$ cat src/rtl/dac_cmd_pkg.sv
package dac_cmd_pkg;
   localparam int WORD_W   = 32;
   localparam int CMD_W    = 4;
   localparam int ADDR_W   = 4;
   localparam int DATA_W   = 12;
   localparam int CMD_LSB  = 20;
   localparam int ADDR_LSB = 16;
   localparam int DATA_LSB = 4;
   localparam int IDX_W    = $clog2(WORD_W);

   typedef enum logic [2:0] {
      ST_IDLE,
      ST_LEAD,
      ST_HIGH,
      ST_LOW,
      ST_TRAIL,
      ST_POST
   } xfer_state_t;

   function automatic logic [WORD_W-1:0] pack_word(
      input logic [CMD_W-1:0]  c,
      input logic [ADDR_W-1:0] a,
      input logic [DATA_W-1:0] d
   );
      logic [WORD_W-1:0] w;
      w = '0;
      w[CMD_LSB  +: CMD_W]  = c;
      w[ADDR_LSB +: ADDR_W] = a;
      w[DATA_LSB +: DATA_W] = d;
      return w;
   endfunction
endpackage

$ cat src/rtl/dac_half_timer.sv
module dac_half_timer #(
   parameter int DIV_W = 8
) (
   input  logic             clk,
   input  logic             rst_n,
   input  logic             run,
   input  logic [DIV_W-1:0] reload_val,
   output logic             tick
);
   logic [DIV_W-1:0] cnt;

   always_ff @(posedge clk) begin
      if (!rst_n)
         cnt <= '0;
      else if (!run || cnt == '0)
         cnt <= reload_val;
      else
         cnt <= cnt - 1'b1;
   end

   assign tick = run && (cnt == '0);
endmodule

$ cat src/rtl/dac_word_shifter.sv
module dac_word_shifter #(
   parameter int WORD_W = 32
) (
   input  logic              clk,
   input  logic              rst_n,
   input  logic              load,
   input  logic [WORD_W-1:0] load_word,
   input  logic              shift,
   input  logic              sample,
   input  logic              miso,
   output logic              mosi,
   output logic [WORD_W-1:0] rx_word
);
   logic [WORD_W-1:0] tx_q;
   logic [WORD_W-1:0] rx_q;

   always_ff @(posedge clk) begin
      if (!rst_n)
         tx_q <= '0;
      else if (load)
         tx_q <= load_word;
      else if (shift)
         tx_q <= {tx_q[WORD_W-2:0], 1'b0};
   end

   always_ff @(posedge clk) begin
      if (!rst_n)
         rx_q <= '0;
      else if (sample)
         rx_q <= {rx_q[WORD_W-2:0], miso};
   end

   assign mosi    = tx_q[WORD_W-1];
   assign rx_word = rx_q;
endmodule

$ cat src/rtl/dac_echo_check.sv
module dac_echo_check #(
   parameter int WORD_W   = 32,
   parameter bit CHECK_EN = 1'b1
) (
   input  logic              clk,
   input  logic              rst_n,
   input  logic              fire,
   input  logic [WORD_W-1:0] rx_word,
   input  logic [WORD_W-1:0] sent_word,
   output logic [WORD_W-1:0] echo_word,
   output logic              echo_err
);
   always_ff @(posedge clk) begin
      if (!rst_n)
         echo_word <= '0;
      else if (fire)
         echo_word <= rx_word;
   end

   generate
      if (CHECK_EN) begin : g_check
         logic [WORD_W-1:0] prev_q;
         logic              have_prev;
         always_ff @(posedge clk) begin
            if (!rst_n) begin
               prev_q    <= '0;
               have_prev <= 1'b0;
               echo_err  <= 1'b0;
            end else if (fire) begin
               echo_err  <= have_prev && (rx_word != prev_q);
               prev_q    <= sent_word;
               have_prev <= 1'b1;
            end
         end
      end else begin : g_nocheck
         assign echo_err = 1'b0;
      end
   endgenerate
endmodule

$ cat src/rtl/dac_cmd_spi_master.sv
module dac_cmd_spi_master
   import dac_cmd_pkg::*;
#(
   parameter int DIV_W      = 8,
   parameter bit ECHO_CHECK = 1'b1
) (
   input  logic              clk,
   input  logic              rst_n,
   input  logic              start,
   input  logic [CMD_W-1:0]  cmd,
   input  logic [ADDR_W-1:0] addr,
   input  logic [DATA_W-1:0] value,
   input  logic [DIV_W-1:0]  clk_div,
   output logic              busy,
   output logic              done,
   output logic [WORD_W-1:0] echo_word,
   output logic              echo_err,
   output logic              dac_cs_n,
   output logic              dac_sck,
   output logic              dac_mosi,
   input  logic              dac_miso
);
   localparam logic [IDX_W-1:0] LAST_IDX = IDX_W'(WORD_W - 1);

   generate
      if (DIV_W < 1 || DIV_W > 16) begin : g_bad_div
         $error("DIV_W must lie in 1..16");
      end
   endgenerate

   xfer_state_t       state;
   logic [IDX_W-1:0]  bit_idx;
   logic [DIV_W-1:0]  div_q;
   logic [WORD_W-1:0] word_q;
   logic              tick;
   logic              accept;
   logic              do_shift;
   logic              do_sample;
   logic [WORD_W-1:0] rx_word;
   logic [DIV_W-1:0]  reload_val;

   assign accept     = (state == ST_IDLE) && start;
   assign reload_val = (state == ST_IDLE) ? clk_div : div_q;
   assign do_sample  = tick && (state == ST_LEAD || state == ST_LOW);
   assign do_shift   = tick && (state == ST_HIGH) && (bit_idx != LAST_IDX);
   assign busy       = (state != ST_IDLE);

   dac_half_timer #(.DIV_W(DIV_W)) u_timer (
      .clk        (clk),
      .rst_n      (rst_n),
      .run        (busy),
      .reload_val (reload_val),
      .tick       (tick)
   );

   dac_word_shifter #(.WORD_W(WORD_W)) u_shift (
      .clk       (clk),
      .rst_n     (rst_n),
      .load      (accept),
      .load_word (pack_word(cmd, addr, value)),
      .shift     (do_shift),
      .sample    (do_sample),
      .miso      (dac_miso),
      .mosi      (dac_mosi),
      .rx_word   (rx_word)
   );

   dac_echo_check #(.WORD_W(WORD_W), .CHECK_EN(ECHO_CHECK)) u_echo (
      .clk       (clk),
      .rst_n     (rst_n),
      .fire      (state == ST_POST),
      .rx_word   (rx_word),
      .sent_word (word_q),
      .echo_word (echo_word),
      .echo_err  (echo_err)
   );

   always_ff @(posedge clk) begin
      if (!rst_n) begin
         state    <= ST_IDLE;
         dac_cs_n <= 1'b1;
         dac_sck  <= 1'b0;
         bit_idx  <= '0;
         div_q    <= '0;
         word_q   <= '0;
         done     <= 1'b0;
      end else begin
         done <= (state == ST_POST);
         case (state)
            ST_IDLE: begin
               if (start) begin
                  state    <= ST_LEAD;
                  dac_cs_n <= 1'b0;
                  div_q    <= clk_div;
                  word_q   <= pack_word(cmd, addr, value);
                  bit_idx  <= '0;
               end
            end
            ST_LEAD, ST_LOW: begin
               if (tick) begin
                  dac_sck <= 1'b1;
                  state   <= ST_HIGH;
               end
            end
            ST_HIGH: begin
               if (tick) begin
                  dac_sck <= 1'b0;
                  if (bit_idx == LAST_IDX) begin
                     state <= ST_TRAIL;
                  end else begin
                     bit_idx <= bit_idx + 1'b1;
                     state   <= ST_LOW;
                  end
               end
            end
            ST_TRAIL: begin
               if (tick) begin
                  dac_cs_n <= 1'b1;
                  state    <= ST_POST;
               end
            end
            ST_POST: state <= ST_IDLE;
            default: state <= ST_IDLE;
         endcase
      end
   end
endmodule

$ cat config.mk
export PLATFORM = sky130hd
export DESIGN_NAME = dac_cmd_spi_master
export DESIGN_NICKNAME = d
export VERILOG_FILES = /design/src/rtl/dac_cmd_pkg.sv /design/src/rtl/dac_half_timer.sv /design/src/rtl/dac_word_shifter.sv /design/src/rtl/dac_echo_check.sv /design/src/rtl/dac_cmd_spi_master.sv
export SDC_FILE = /design/constraint.sdc
export NUM_CORES = 1
export LEC_CHECK = 0
export ABC_CLOCK_PERIOD_IN_PS = 4170
export BUFFER_PORTS_ARGS = -buffer_cell sky130_fd_sc_hd__buf_2
export CAP_MARGIN = 20
export CORE_ASPECT_RATIO = 0.5
export CORE_MARGIN = 2
export CORE_UTILIZATION = 60
export DETAILED_ROUTE_END_ITERATION = 10
export PLACE_DENSITY_LB_ADDON = 0.12
export SETUP_SLACK_MARGIN = 0.15
export SLEW_MARGIN = 40
export SYNTH_ARGS = -nofsm -noshare
export SYNTH_HDL_FRONTEND = slang
export SYNTH_SLANG_ARGS = --single-unit
export TNS_END_PERCENT = 50
$ cat constraint.sdc
create_clock -name clk -period 4.17 [get_ports clk]
set_input_delay 0.834 -clock clk [delete_from_list [all_inputs] [get_ports clk]]
set_output_delay 0.834 -clock clk [all_outputs]
set_load 0.03 [all_outputs]
=== Yosys cells after proc, flatten, opt, wreduce, memory -nomap -nowiden ===
Cells that the tools add are included.

* $add $sub $neg: 2
* Equal/unequal tests: 13
* Multiplexer cells: 19
* Bitwise operators: 1
* Reduce and logical (&&, ||, !) cells: 23

{| class="wikitable"
|+ Operators by type and width
! cell !! count
|-
| $mux 24 || 2
|-
| $ne 32x24->1 || 1
|-
| $mux 8 || 2
|-
| $mux 3 || 5
|-
| $mux 5 || 3
|-
| $pmux 3 s4 || 1
|-
| $ne 2x2->1 const B || 5
|-
| $pmux 5 s2 || 1
|-
| $logic_not 8->1 || 1
|-
| $reduce_and 4->1 || 2
|-
| $reduce_bool 2->1 || 4
|-
| $sub 8x1->8 const B || 1
|-
| $eq 3x2->1 const B || 2
|-
| $eq 3x3->1 const B || 2
|-
| $logic_and 1x1->1 || 6
|-
| $reduce_and 3->1 || 2
|-
| $add 5x1->5 const B || 1
|-
| $eq 5x5->1 const B || 1
|-
| $ne 5x5->1 const B || 1
|-
| $pmux 1 s2 || 2
|-
| $reduce_or 2->1 || 2
|-
| $eq 3x1->1 const B || 1
|-
| $logic_not 3->1 || 1
|-
| $mux 1 || 3
|-
| 5 further kinds || 6
|}

* Register bits after elaboration: 161
* Bits of input ports: 32
* Output and inout bits: 38
* Logic and storage cells: 73

=== Longest topological paths before layout ===
* Word-level depth: 6
* Depth in mapped cells: 10
* Mapped depth without buffers: 8

=== By module ===
Synthesis repeated with hierarchy kept, for this count alone.

* Cells, all modules: 748
* Area, all modules: 7958.9 um^2

{| class="wikitable"
|+ Modules (own cells, without submodules)
! module !! times used !! cells an instance !! area each (um^2) !! seq. area each (um^2)
|-
| dac_word_shifter || 1 || 245 || 2929.1 || 1281.2
|-
| dac_echo_check || 1 || 255 || 2831.5 || 1321.3
|-
| dac_cmd_spi_master || 1 || 199 || 1742.9 || 780.7
|-
| dac_half_timer || 1 || 49 || 455.4 || 160.2
|}

=== Worst setup path before layout ===
Ideal clock, no wire load.

* Kind: flip-flop to flip-flop
* Start: register bit_idx[0]
* End: register bit_idx[3]
* Library setup time: 0.070 ns
* Data arrival time: 2.316 ns
* Required time: 4.100 ns
* Setup slack: 1.784 ns
* Cell stages (with the launch flop): 9
* Buffers on the path: 1
* Clock period less this slack: 2.386 ns
* Cell sequence: dfxtp_1 -> ha_1 -> and3_1 -> ha_1 -> or3b_2 -> or4_1 -> clkbuf_1 -> or3_1 -> a21boi_1

* Longest elaborated chain between the ends: 4

{| class="wikitable"
|+ RTL lines
! item !! line !! source
|-
| start: declaration || dac_cmd_spi_master.sv:32 || <nowiki>logic [IDX_W-1:0] bit_idx;</nowiki>
|-
| start signal: assignment || dac_cmd_spi_master.sv:111 || <nowiki>bit_idx <= bit_idx + 1'b1;</nowiki>
|-
| $add 5x1->5 || dac_cmd_spi_master.sv:111 ||
|-
| $mux 5 || dac_cmd_spi_master.sv:108 || <nowiki>if (bit_idx == LAST_IDX) begin</nowiki>
|-
| $mux 5 || dac_cmd_spi_master.sv:106 || <nowiki>if (tick) begin</nowiki>
|-
| $pmux 5 s2 || dac_cmd_spi_master.sv:89 || <nowiki>case (state)</nowiki>
|}

Several ways; a longest one is shown, not always the timed one. The select of a mux whose other input is x is not followed.
A chain may end at the register's enable or synchronous reset.

=== Final worst setup path ===
Same ends and word-level chain as after synthesis.

==> flow_summary_export.csv <==
group,metric,value,unit
status,status,"complete, no violations",
timing,finalSetupTns,0,ps
timing,setup_ws,1397,ps
timing,clock.fmax,360.6,MHz
timing,setup_violations,0,
yosys,ys_seq_elements,161,
worst_setup_path,critPathCaptureType,"register",
timing,slew_violations,0,
yosys,yosys-top-cells-area,"dfxtp_1 49%, nand2_1 13%, a21boi_0 9.9%",
layout,drive_gt1_share,14.42,%
layout,nets,848,
yosys,netlist_area,6569,um^2
grt,globalRouteOverflowTotal,0,
min_path,hp-class,"register to register",
grt,grtUsageTotal,24.28,%
timing,whs,449.1,ps
floorplan,coreArea,10440,um^2
layout,area_growth,14.97,%
floorplan,fp.dieW,152.0,um
worst_setup_path,crit_buf_inv,0,
clocking,clk_path_buf_depth,2,
worst_setup_path,cp_common_cell,"ha_1",
yosys,synth_edf_count,0,
placed_design,gp_congestion,0.7786,
routing,num_vias,5187,
timing,fin_skew,10.22,ps
worst_setup_path,cp_slowest_cell,"or4_1",
yosys,ys_seq_area_share,49.07,%
yosys,ys_async_sr_fraction,0,%
yosys,synth_top_cell_area_share,49.07,%
routing,viasPerCell,5.375,
grt,antenna_found_initial,0,
power_and_ir_drop,vdd_ir_drop_max,0.0002937,V
timing,tightest_slew,637.9,ps
timing,period_needed,2773,ps
floorplan,start_util,62.90,%
clocking,cts_hold_buffers,0,
worst_setup_path,arrival,3120,ps
floorplan,ios,70,
power_and_ir_drop,total_power,3.817,mW
placed_design,dp_hpwl,8872,um
job,drv_cap,0,
layout,antenna_cells,0,
floorplan,rows,26,
routing,ant_nets,0,
clocking,clk_latency,420,ps
routing,first_pass_iters,5,
placed_design,detailedPlace.worstSlack,1428,ps
clocking,root_buffer,"clkbuf_16",
yosys,synth-main-ff-cell,"dfxtp_1",
yosys,synthCells,769,
timing,rsz0062_at_grt,"false",
timing,maxSlewHeadroom,57.47,%
floorplan,die_y,77.99,um
worst_setup_path,slowest_delay,690,ps
layout,mostFrequentLayoutCells,"225 x nand2_1, 161 x dfxtp_1, 87 x a21boi_0, 68 x buf_2, 35 x nor2b_1",
worst_setup_path,cp-start-kind,"register",
yosys,synth.avg_cell_area,8.542,um^2
power_and_ir_drop,power.leakage,3.128,nW
clocking,cts_setup_buffers,0,
yosys,ys_warn_count,0,
routing,drt_iter0_markers,344,
routing,route.detailed.drc,0,
grt,grt_pass1_vias,4810,
worst_setup_path,path_cells,"ha_1, and3_1, ha_1, or3b_2, or4_1, or3_1, a21boi_1",
power_and_ir_drop,power_density,505.4,nW/um^2
clocking,cts_made_buffers,17,
clocking,clock_sinks,161,
yosys,synth_nets,805,
clocking,clk_pin_slew,60,ps
grt,grt_max_degree,111,
worst_setup_path,cp_max_fo,15,
clocking,cts_tree,"built",
placed_design,portBuffers,69,
clocking,htreeDepth,4,
timing,hold_viol_final,0,
routing,routed_wl,13760,um
worst_setup_path,cp.required,4520,ps
worst_setup_path,critical_path_class,"register to register",
worst_setup_path,cp_top_family,"simple AND/OR/NAND/NOR gates",
yosys,yosysUniqueCellTypes,40,
yosys,synth_area_leader_cell,"dfxtp_1",
layout,layout_commonest_cell,"nand2_1",
clocking,cts_resized,0,
floorplan,die_area,11850,um^2
grt,grt_first_pass_wirelength,23660,um
timing,min_period_over_period,66.50,%
layout,fin_util,72.32,%
routing,wl_per_cell,14.26,um
final cells by class:
cell class,count,area (um^2)
Sequential cell,161,3223
Multi-Input combinational cell,551,3139
Fill cell,849,2890
Clock buffer,18,429.2
Timing Repair Buffer,78,419.2
Tap cell,140,175.2
Clock inverter,14,155.1
Inverter,3,11.26
where the power goes:
group          switching, mW  total, mW  leakage [nW]  internal [mW]
Sequential            0.0753       1.72          1.31           1.64
Clock                  0.644       1.54         0.281          0.893
Combinational          0.343      0.562          1.54          0.219
path summary, 6_finish.rpt:
path | slack [ps] | endpoint | startpoint | cells after the start
min | 450 | u_shift.tx_q[31] | u_shift.tx_q[31] | 2
min reg2reg | 450 | u_shift.tx_q[31] | u_shift.tx_q[31] | 2
max | 1400 | bit_idx[3] | bit_idx[0] | 7
max reg2reg | 1400 | bit_idx[3] | bit_idx[0] | 7
per-stage QoR:
stage / std cells / instance area, um^2
after floorplan: 769 / 6569
after global placement: 933 / 6962
after detailed placement: 933 / 6964
after CTS: 965 / 7548
after global routing: 965 / 7552
final: 965 / 7552
kinds of logic (layout without fill, tap and decap cells):
family / Yosys count / after routing / synth area share [%]
XOR/XNOR: 24 / 24 / 3.200
multiplexers: 34 / 34 / 5.200
AND/OR/NAND/NOR: 322 / 322 / 21.47
AO/OA/AOI/OAI: 167 / 167 / 16.88
flip-flops: 161 / 161 / 49.07
buffers and inverters: 57 / 113 / 3.428
adder cells (fa/ha/maj): 4 / 4 / 0.7619
registers in the layout, summed over array words and instances, names as in the netlist, 3 cells and up:
signal,count
bit_idx,5
u_echo.g_check.prev_q,20
u_shift.rx_word,32
state,3
u_echo.echo_word,32
u_shift.tx_q,28
word_q,20
div_q,8
u_timer.cnt,8
synthesized netlist by cell type, drive strengths merged (3+ instances only):
library cell	n
mux2i	33
a21oi	18
nor4	8
nor3b	3
inv	3
nand3	11
a21boi	88
nand4	3
a31oi	19
clkbuf	45
dfxtp	161
nand2	226
ha	4
nor2b	35
xnor2	8
buf	9
xor2	16
o21ai	33
nor3	4
nor2	16
nand3b	3
routing by layer:
| metal | GRT usage (%) | wire, um |
|---|---|---|
| met3 | 4.749 | 611 |
| met1 | 35.21 | 7169 |
| met2 | 36.67 | 5875 |
| met4 | 7.477 | 108 |
| met5 | 0 | 0 |
worst register-to-register path, stage by stage (launching register included):
cell and delay (ps):
dfxtp_1 330, ha_1 230, and3_1 190, ha_1 200, or3b_2 490, or4_1 690, or3_1 450, a21boi_1 140
Power figures use the tool's default switching activity.
